## config.mk

```make
export PLATFORM = sky130hd
export DESIGN_NAME = wcs_read_responder
export DESIGN_NICKNAME = d
export VERILOG_FILES = /design/src/rtl/wcs_pkg.sv /design/src/rtl/wcs_write_tracker.sv /design/src/rtl/wcs_toggle_gen.sv /design/src/rtl/wcs_read_classifier.sv /design/src/rtl/wcs_status_mux.sv /design/src/rtl/wcs_read_responder.sv
export SDC_FILE = /design/constraint.sdc
export NUM_CORES = 1
export LEC_CHECK = 0
export ABC_AREA = 1
export ABC_CLOCK_PERIOD_IN_PS = 1850
export BUFFER_PORTS_ARGS = -buffer_cell sky130_fd_sc_hd__buf_2
export CAP_MARGIN = 20
export CORE_ASPECT_RATIO = 2
export CORE_UTILIZATION = 30
export DETAILED_ROUTE_END_ITERATION = 12
export HOLD_SLACK_MARGIN = 0.03
export PLACE_DENSITY = 0.63
export SYNTH_ARGS = -nofsm -noshare
export SYNTH_HDL_FRONTEND = slang
export SYNTH_SLANG_ARGS = --single-unit
```

## constraint.sdc

```tcl
create_clock -name clk -period 1.85 [get_ports clk]
set_input_delay 0.2775 -clock clk [delete_from_list [all_inputs] [get_ports clk]]
set_output_delay 0.2775 -clock clk [all_outputs]
set_load 0.01 [all_outputs]
```

## src/rtl/wcs_pkg.sv

```systemverilog
package wcs_pkg;

  // Classification of the current read access
  typedef enum logic [1:0] {
    RD_NONE       = 2'd0,  // no read in this cycle
    RD_TRUE       = 2'd1,  // idle read, array data passes through
    RD_POLL_MATCH = 2'd2,  // busy read of the captured address
    RD_POLL_OTHER = 2'd3   // busy read of any other address
  } rd_kind_e;

endpackage

```

## src/rtl/wcs_write_tracker.sv

```systemverilog
module wcs_write_tracker #(
  parameter int AW = 13,
  parameter int DW = 8
) (
  input  logic          clk,
  input  logic          rst,
  input  logic          busy_i,
  input  logic [AW-1:0] wr_addr_i,
  input  logic [DW-1:0] wr_data_i,
  output logic          start_o,
  output logic [AW-1:0] snap_addr_o,
  output logic [DW-1:0] snap_data_o,
  output logic          accept_o
);

  logic          busy_q;
  logic [AW-1:0] addr_q;
  logic [DW-1:0] data_q;

  assign start_o = busy_i & ~busy_q;

  // In the start cycle the registers are not yet loaded: forward the inputs
  assign snap_addr_o = start_o ? wr_addr_i : addr_q;
  assign snap_data_o = start_o ? wr_data_i : data_q;

  always_ff @(posedge clk) begin
    if (rst) begin
      busy_q   <= 1'b0;
      addr_q   <= '0;
      data_q   <= '0;
      accept_o <= 1'b1;
    end else begin
      busy_q   <= busy_i;
      accept_o <= ~busy_i;
      if (start_o) begin
        addr_q <= wr_addr_i;
        data_q <= wr_data_i;
      end
    end
  end

  AST_ACCEPT_LOW_WHILE_BUSY: assert property (@(posedge clk) disable iff (rst)
    busy_i |=> !accept_o);

  AST_SNAPSHOT_HELD: assert property (@(posedge clk) disable iff (rst)
    (busy_i && busy_q) |=> ($stable(addr_q) && $stable(data_q)));

endmodule

```

## src/rtl/wcs_toggle_gen.sv

```systemverilog
module wcs_toggle_gen (
  input  logic clk,
  input  logic rst,
  input  logic busy_i,
  input  logic start_i,
  input  logic rd_en_i,
  output logic tog_o
);

  logic rd_q;
  logic tog_q;
  logic strobe_end;

  assign strobe_end = rd_q & ~rd_en_i;
  assign tog_o      = start_i ? 1'b0 : tog_q;

  always_ff @(posedge clk) begin
    if (rst) begin
      rd_q  <= 1'b0;
      tog_q <= 1'b0;
    end else begin
      rd_q <= rd_en_i;
      if (start_i)
        tog_q <= 1'b0;
      else if (busy_i && strobe_end)
        tog_q <= ~tog_q;
    end
  end

  AST_TOGGLE_FLIPS_ON_STROBE: assert property (@(posedge clk) disable iff (rst)
    (busy_i && strobe_end && !start_i) |=> (tog_q != $past(tog_q)));

  AST_TOGGLE_STEADY_OTHERWISE: assert property (@(posedge clk) disable iff (rst)
    (!start_i && !(busy_i && strobe_end)) |=> $stable(tog_q));

  AST_TOGGLE_CLEARED_AT_START: assert property (@(posedge clk) disable iff (rst)
    start_i |=> (tog_q == 1'b0));

endmodule

```

## src/rtl/wcs_read_classifier.sv

```systemverilog
module wcs_read_classifier #(
  parameter int AW = 13
) (
  input  logic              rd_en_i,
  input  logic              busy_i,
  input  logic [AW-1:0]     rd_addr_i,
  input  logic [AW-1:0]     snap_addr_i,
  output wcs_pkg::rd_kind_e kind_o
);

  logic hit;

  assign hit = (rd_addr_i == snap_addr_i);

  always_comb begin
    if (!rd_en_i)
      kind_o = wcs_pkg::RD_NONE;
    else if (!busy_i)
      kind_o = wcs_pkg::RD_TRUE;
    else if (hit)
      kind_o = wcs_pkg::RD_POLL_MATCH;
    else
      kind_o = wcs_pkg::RD_POLL_OTHER;
  end

endmodule

```

## src/rtl/wcs_status_mux.sv

```systemverilog
module wcs_status_mux #(
  parameter int DW       = 8,
  parameter int POLL_BIT = 7,
  parameter int TOG_BIT  = 6
) (
  input  logic              clk,
  input  logic              rst,
  input  wcs_pkg::rd_kind_e kind_i,
  input  logic [DW-1:0]     arr_data_i,
  input  logic [DW-1:0]     snap_data_i,
  input  logic              tog_i,
  output logic [DW-1:0]     rd_data_o
);

  logic [DW-1:0] next_data;

  for (genvar b = 0; b < DW; b++) begin : g_bit
    if (b == POLL_BIT) begin : g_poll
      always_comb begin
        unique case (kind_i)
          wcs_pkg::RD_TRUE:       next_data[b] = arr_data_i[b];
          wcs_pkg::RD_POLL_MATCH: next_data[b] = ~snap_data_i[b];
          wcs_pkg::RD_POLL_OTHER: next_data[b] = arr_data_i[b];
          default:                next_data[b] = 1'b0;
        endcase
      end
    end else if (b == TOG_BIT) begin : g_tog
      always_comb begin
        unique case (kind_i)
          wcs_pkg::RD_TRUE:       next_data[b] = arr_data_i[b];
          wcs_pkg::RD_POLL_MATCH: next_data[b] = tog_i;
          wcs_pkg::RD_POLL_OTHER: next_data[b] = tog_i;
          default:                next_data[b] = 1'b0;
        endcase
      end
    end else begin : g_plain
      always_comb begin
        unique case (kind_i)
          wcs_pkg::RD_TRUE:       next_data[b] = arr_data_i[b];
          wcs_pkg::RD_POLL_MATCH: next_data[b] = snap_data_i[b];
          wcs_pkg::RD_POLL_OTHER: next_data[b] = arr_data_i[b];
          default:                next_data[b] = 1'b0;
        endcase
      end
    end
  end

  always_ff @(posedge clk) begin
    if (rst) rd_data_o <= '0;
    else     rd_data_o <= next_data;
  end

  AST_BUS_QUIET_WITHOUT_READ: assert property (@(posedge clk) disable iff (rst)
    (kind_i == wcs_pkg::RD_NONE) |=> (rd_data_o == '0));

  AST_POLL_BIT_INVERTED: assert property (@(posedge clk) disable iff (rst)
    (kind_i == wcs_pkg::RD_POLL_MATCH) |=>
      (rd_data_o[POLL_BIT] != $past(snap_data_i[POLL_BIT])));

  AST_TOG_BIT_SHOWN: assert property (@(posedge clk) disable iff (rst)
    (kind_i == wcs_pkg::RD_POLL_OTHER) |=> (rd_data_o[TOG_BIT] == $past(tog_i)));

endmodule

```

## src/rtl/wcs_read_responder.sv

```systemverilog
module wcs_read_responder #(
  parameter int AW       = 13,
  parameter int DW       = 8,
  parameter int POLL_BIT = 7,
  parameter int TOG_BIT  = 6
) (
  input  logic          clk,
  input  logic          rst,
  input  logic          busy_i,
  input  logic [AW-1:0] wr_addr_i,
  input  logic [DW-1:0] wr_data_i,
  input  logic          rd_en_i,
  input  logic [AW-1:0] rd_addr_i,
  input  logic [DW-1:0] arr_data_i,
  output logic [DW-1:0] rd_data_o,
  output logic          wr_accept_o
);

  logic              start;
  logic [AW-1:0]     snap_addr;
  logic [DW-1:0]     snap_data;
  logic              tog;
  wcs_pkg::rd_kind_e kind;

  wcs_write_tracker #(.AW(AW), .DW(DW)) i_tracker (
    .clk        (clk),
    .rst        (rst),
    .busy_i     (busy_i),
    .wr_addr_i  (wr_addr_i),
    .wr_data_i  (wr_data_i),
    .start_o    (start),
    .snap_addr_o(snap_addr),
    .snap_data_o(snap_data),
    .accept_o   (wr_accept_o)
  );

  wcs_toggle_gen i_toggle (
    .clk    (clk),
    .rst    (rst),
    .busy_i (busy_i),
    .start_i(start),
    .rd_en_i(rd_en_i),
    .tog_o  (tog)
  );

  wcs_read_classifier #(.AW(AW)) i_classify (
    .rd_en_i    (rd_en_i),
    .busy_i     (busy_i),
    .rd_addr_i  (rd_addr_i),
    .snap_addr_i(snap_addr),
    .kind_o     (kind)
  );

  wcs_status_mux #(.DW(DW), .POLL_BIT(POLL_BIT), .TOG_BIT(TOG_BIT)) i_mux (
    .clk        (clk),
    .rst        (rst),
    .kind_i     (kind),
    .arr_data_i (arr_data_i),
    .snap_data_i(snap_data),
    .tog_i      (tog),
    .rd_data_o  (rd_data_o)
  );

  AST_IDLE_READ_TRUE_DATA: assert property (@(posedge clk) disable iff (rst)
    (rd_en_i && !busy_i) |=> (rd_data_o == $past(arr_data_i)));

  AST_ACCEPT_AFTER_DONE: assert property (@(posedge clk) disable iff (rst)
    !busy_i |=> wr_accept_o);

endmodule

```

==> flow_summary_export.csv <==
group,metric,value,unit
timing,finClkSkew,0.00554,ns
timing,rsz0062_at_grt,"false",
yosys,ys_ff_latch,32,
final_layout,area_delta_synth_final,26.0,%
global_route,grt_usage,15.0,%
floorplan,fp.dieW,55.4,um
clocking,clk_latency,0.28,ns
outcome,outcome,"finished clean",
hold_path,min_from,"arr_data_i[0]",
hold_path,whs_path_depth,3,
worst_setup_path,r2r_setup_slack,0.20,ns
final_layout,drive_above_1_share,26.7,%
yosys,ys_seq_area_share,37.5,%
pwr,p_total,0.00163,W
global_route,grt_first_pass_wirelength,6.93,mm
final_layout,nets,361,
clocking,htree_levels,2,
final_layout,diodes,0,
flow_run,maxCapViolations,0,
timing,tightest_slew,0.292,ns
clocking,cts.path.max_buffers,2,
yosys,syn_area,1710,sq um
pwr,power.density,759,nW/um^2
global_route,grt_overflow,0,
hold_path,hold_end,"i_mux.rd_data_o[0]",
route,drc_errors,0,
clocking,cts_setup_buffers,0,
route,vias,1769,
worst_setup_path,reg2reg_to,"i_mux.rd_data_o[2]",
route,avgRoutedWirePerCell,11.4,um
yosys,yosys_warnings,0,
worst_setup_path,end_kind,"flip-flop",
timing,max_freq,607,MHz
timing,finalCritPeriodShare,89.0,%
global_route,antenna_found_initial,0,
clocking,cts_sinks,32,
floorplan,die_h,109,um
route,drtAntennaViolNets,0,
final_layout,nFillCells,614,
worst_setup_path,cp_slowest_stage_delay,0.39,ns
worst_setup_path,r2r-start,"i_tracker.busy_q",
yosys,syn_avg_cell_area,6.63,sq um
clocking,numCtsBuffers,5,
clocking,cts_tree,"built",
pwr,leakage,1.15,nW
route,drt-total-wl,4.28,mm
timing,drv_slew,0,
global_route,grt_max_degree,24,
floorplan,dieArea,6030,sq um
clocking,path_clk_slew,0.06,ns
route,via_per_inst,4.72,
yosys,ys_types,24,
hold_path,hold_class,"input pin to flip-flop",
floorplan,ios,55,
timing,tns,0,ns
route,firstDrtPassIters,4,
timing,slew_headroom,80.5,%
clocking,hold_buffers,0,
floorplan,core-area,5470,sq um
pwr,ir_worst_vdd,412,uV
timing,hold_viol_final,0,
worst_setup_path,path_common_cell,"nand2_1",
worst_setup_path,crit_fanout,7,
placed_design,gp_congestion,0.754,
yosys,syn_inst,258,
placed_design,hpwl,3.32,mm
worst_setup_path,slowest_stage,"dfxtp_1",
placed_design,portBuffers,53,
route,drt-initial-drc-count,26,
floorplan,fp-row-count,38,
global_route,grt_pass1_vias,1536,
floorplan,start_util,31.3,%
worst_setup_path,startpoint_type,"flip-flop",
worst_setup_path,required,2.06,ns
timing,period_needed,1.65,ns
worst_setup_path,path_class,"flip-flop to flip-flop",
worst_setup_path,reg2reg_depth,11,
worst_setup_path,path_cells,"inv_4 -> buf_4 -> nand3_1 -> nand2_1 -> nand2_1 -> nand2_1 -> nor2_1 -> nand2_1 -> nor2_4 -> nand4_1 -> a21oi_1",
clocking,clockRootBuffer,"clkbuf_8",
yosys,synth_nets,304,
worst_setup_path,crit_arrival,1.85,ns
timing,setup_viol,0,
[worst max-delay path: cells and delay by family, from the launching register on]
kind / cells / cell delay, ns
buf+inv: 2 / 0.23
flops: 1 / 0.39
compound gates: 1 / 0.15
simple gates: 8 / 0.80
[flip-flops by register name, indices dropped and copies added (netlist names)]
register	cells
i_tracker.data_q	7
i_tracker.addr_q	13
i_tracker.busy_q	1
i_tracker.accept_o	1
i_toggle.tog_q	1
i_toggle.rd_q	1
i_mux.rd_data_o	8
[cell usage after synthesis]
library cell	count	area share, %
a211oi_1	1	0.44
a21oi_1	19	5.6
buf_2	1	0.29
buf_4	2	0.88
buf_6	2	1.3
buf_8	1	0.88
clkbuf_1	4	0.88
dfxtp_1	32	37
inv_1	34	7.5
inv_2	1	0.22
inv_4	1	0.37
mux2i_1	1	0.59
nand2_1	61	13
nand2_2	2	0.73
nand2_4	1	0.66
nand3_1	38	11
nand3_2	2	1.2
nand3b_1	4	1.8
nand4_1	8	2.9
nor2_1	26	5.7
nor2_2	1	0.37
nor2_4	2	1.3
o21ai_0	8	2.3
or2_2	6	2.2
[where the power goes]
part	internal (W)	total, W	switching, W
Combinational	0.000134	0.000317	0.000183
Sequential	0.000727	0.000738	0.0000105
Clock	0.000331	0.000580	0.000249
[per-stage QoR]
stage	worst slack [ns]	instances	hold WS [ns]	util, %	cell area [sq um]
final	0.203	375	0.267	39.4	2150
after global routing	0.00447	375	0.261	39.4	2150
after CTS	0.0701	375	0.261	39.1	2140
after detailed placement	0.0656	368	0.465	37.4	2040
after global placement	0.0836	368	0.466	37.4	2040
after floorplan	0.409	258	0.358	-	1710
[area by class of cell]
type	instances	area (sq um)	share of cell area (%)
Sequential cell	32	641	29.7
Inverter	36	138	6.39
Clock buffer	7	96.3	4.47
Multi-Input combinational cell	180	871	40.4
Timing Repair Buffer	60	334	15.5
Tap cell	60	75.1	3.48
[cells by family (layout without fill, tap and decap cells)]
family / Yosys count / in the layout / synth area share [%]
compound gates: 28 / 28 / 8.34
mux: 1 / 1 / 0.585
buf+inv: 46 / 103 / 12.3
flops: 32 / 32 / 37.5
simple gates: 151 / 151 / 41.3
[worst max-delay path by stage]
stage / from / to / slack (ns) / depth (start not counted)
final: i_tracker.busy_q / i_mux.rd_data_o[2] / 0.20 / 11
after global placement: busy_i / i_mux.rd_data_o[2] / 0.08 / 11
after floorplan: i_tracker.busy_q / i_mux.rd_data_o[7] / 0.41 / 12
after detailed placement: busy_i / i_mux.rd_data_o[2] / 0.07 / 11
after global routing: i_tracker.busy_q / i_mux.rd_data_o[5] / 0.004 / 11
after CTS: i_tracker.busy_q / i_mux.rd_data_o[2] / 0.07 / 11
[layer usage]
layer,track usage (%),up-vias,share of wire [%]
met5,0,-,0
met2,29.6,38,57
met4,7.14,0,2.3
li1,-,934,-
met3,2.73,8,3.7
met1,14.6,789,37
[cells in the final DEF, fill, tap and decap left out]
master | synthesis | final
buf_2 | 1 | 53
buf_12 | 0 | 1
nand3_2 | 2 | 2
nand3b_1 | 4 | 4
inv_1 | 34 | 34
nand2_2 | 2 | 3
or2_2 | 6 | 6
nand2_1 | 61 | 60
nor2_1 | 26 | 26
nand2_8 | 0 | 1
buf_4 | 2 | 5
buf_6 | 2 | 1
nor2_2 | 1 | 1
nand3_1 | 38 | 38
a211oi_1 | 1 | 1
a21oi_1 | 19 | 19
mux2i_1 | 1 | 1
inv_4 | 1 | 1
clkbuf_8 | 0 | 7
inv_2 | 1 | 1
nand4_1 | 8 | 8
nor2_4 | 2 | 2
dfxtp_1 | 32 | 32
o21ai_0 | 8 | 8
[repair_timing]
action | CTS | global route
endpoints found under the hold margin | 0 | 0
setup endpoints to repair | 0 | 7
resized for setup | 0 | 3
No activity file was read; power rests on OpenSTA's default activity.
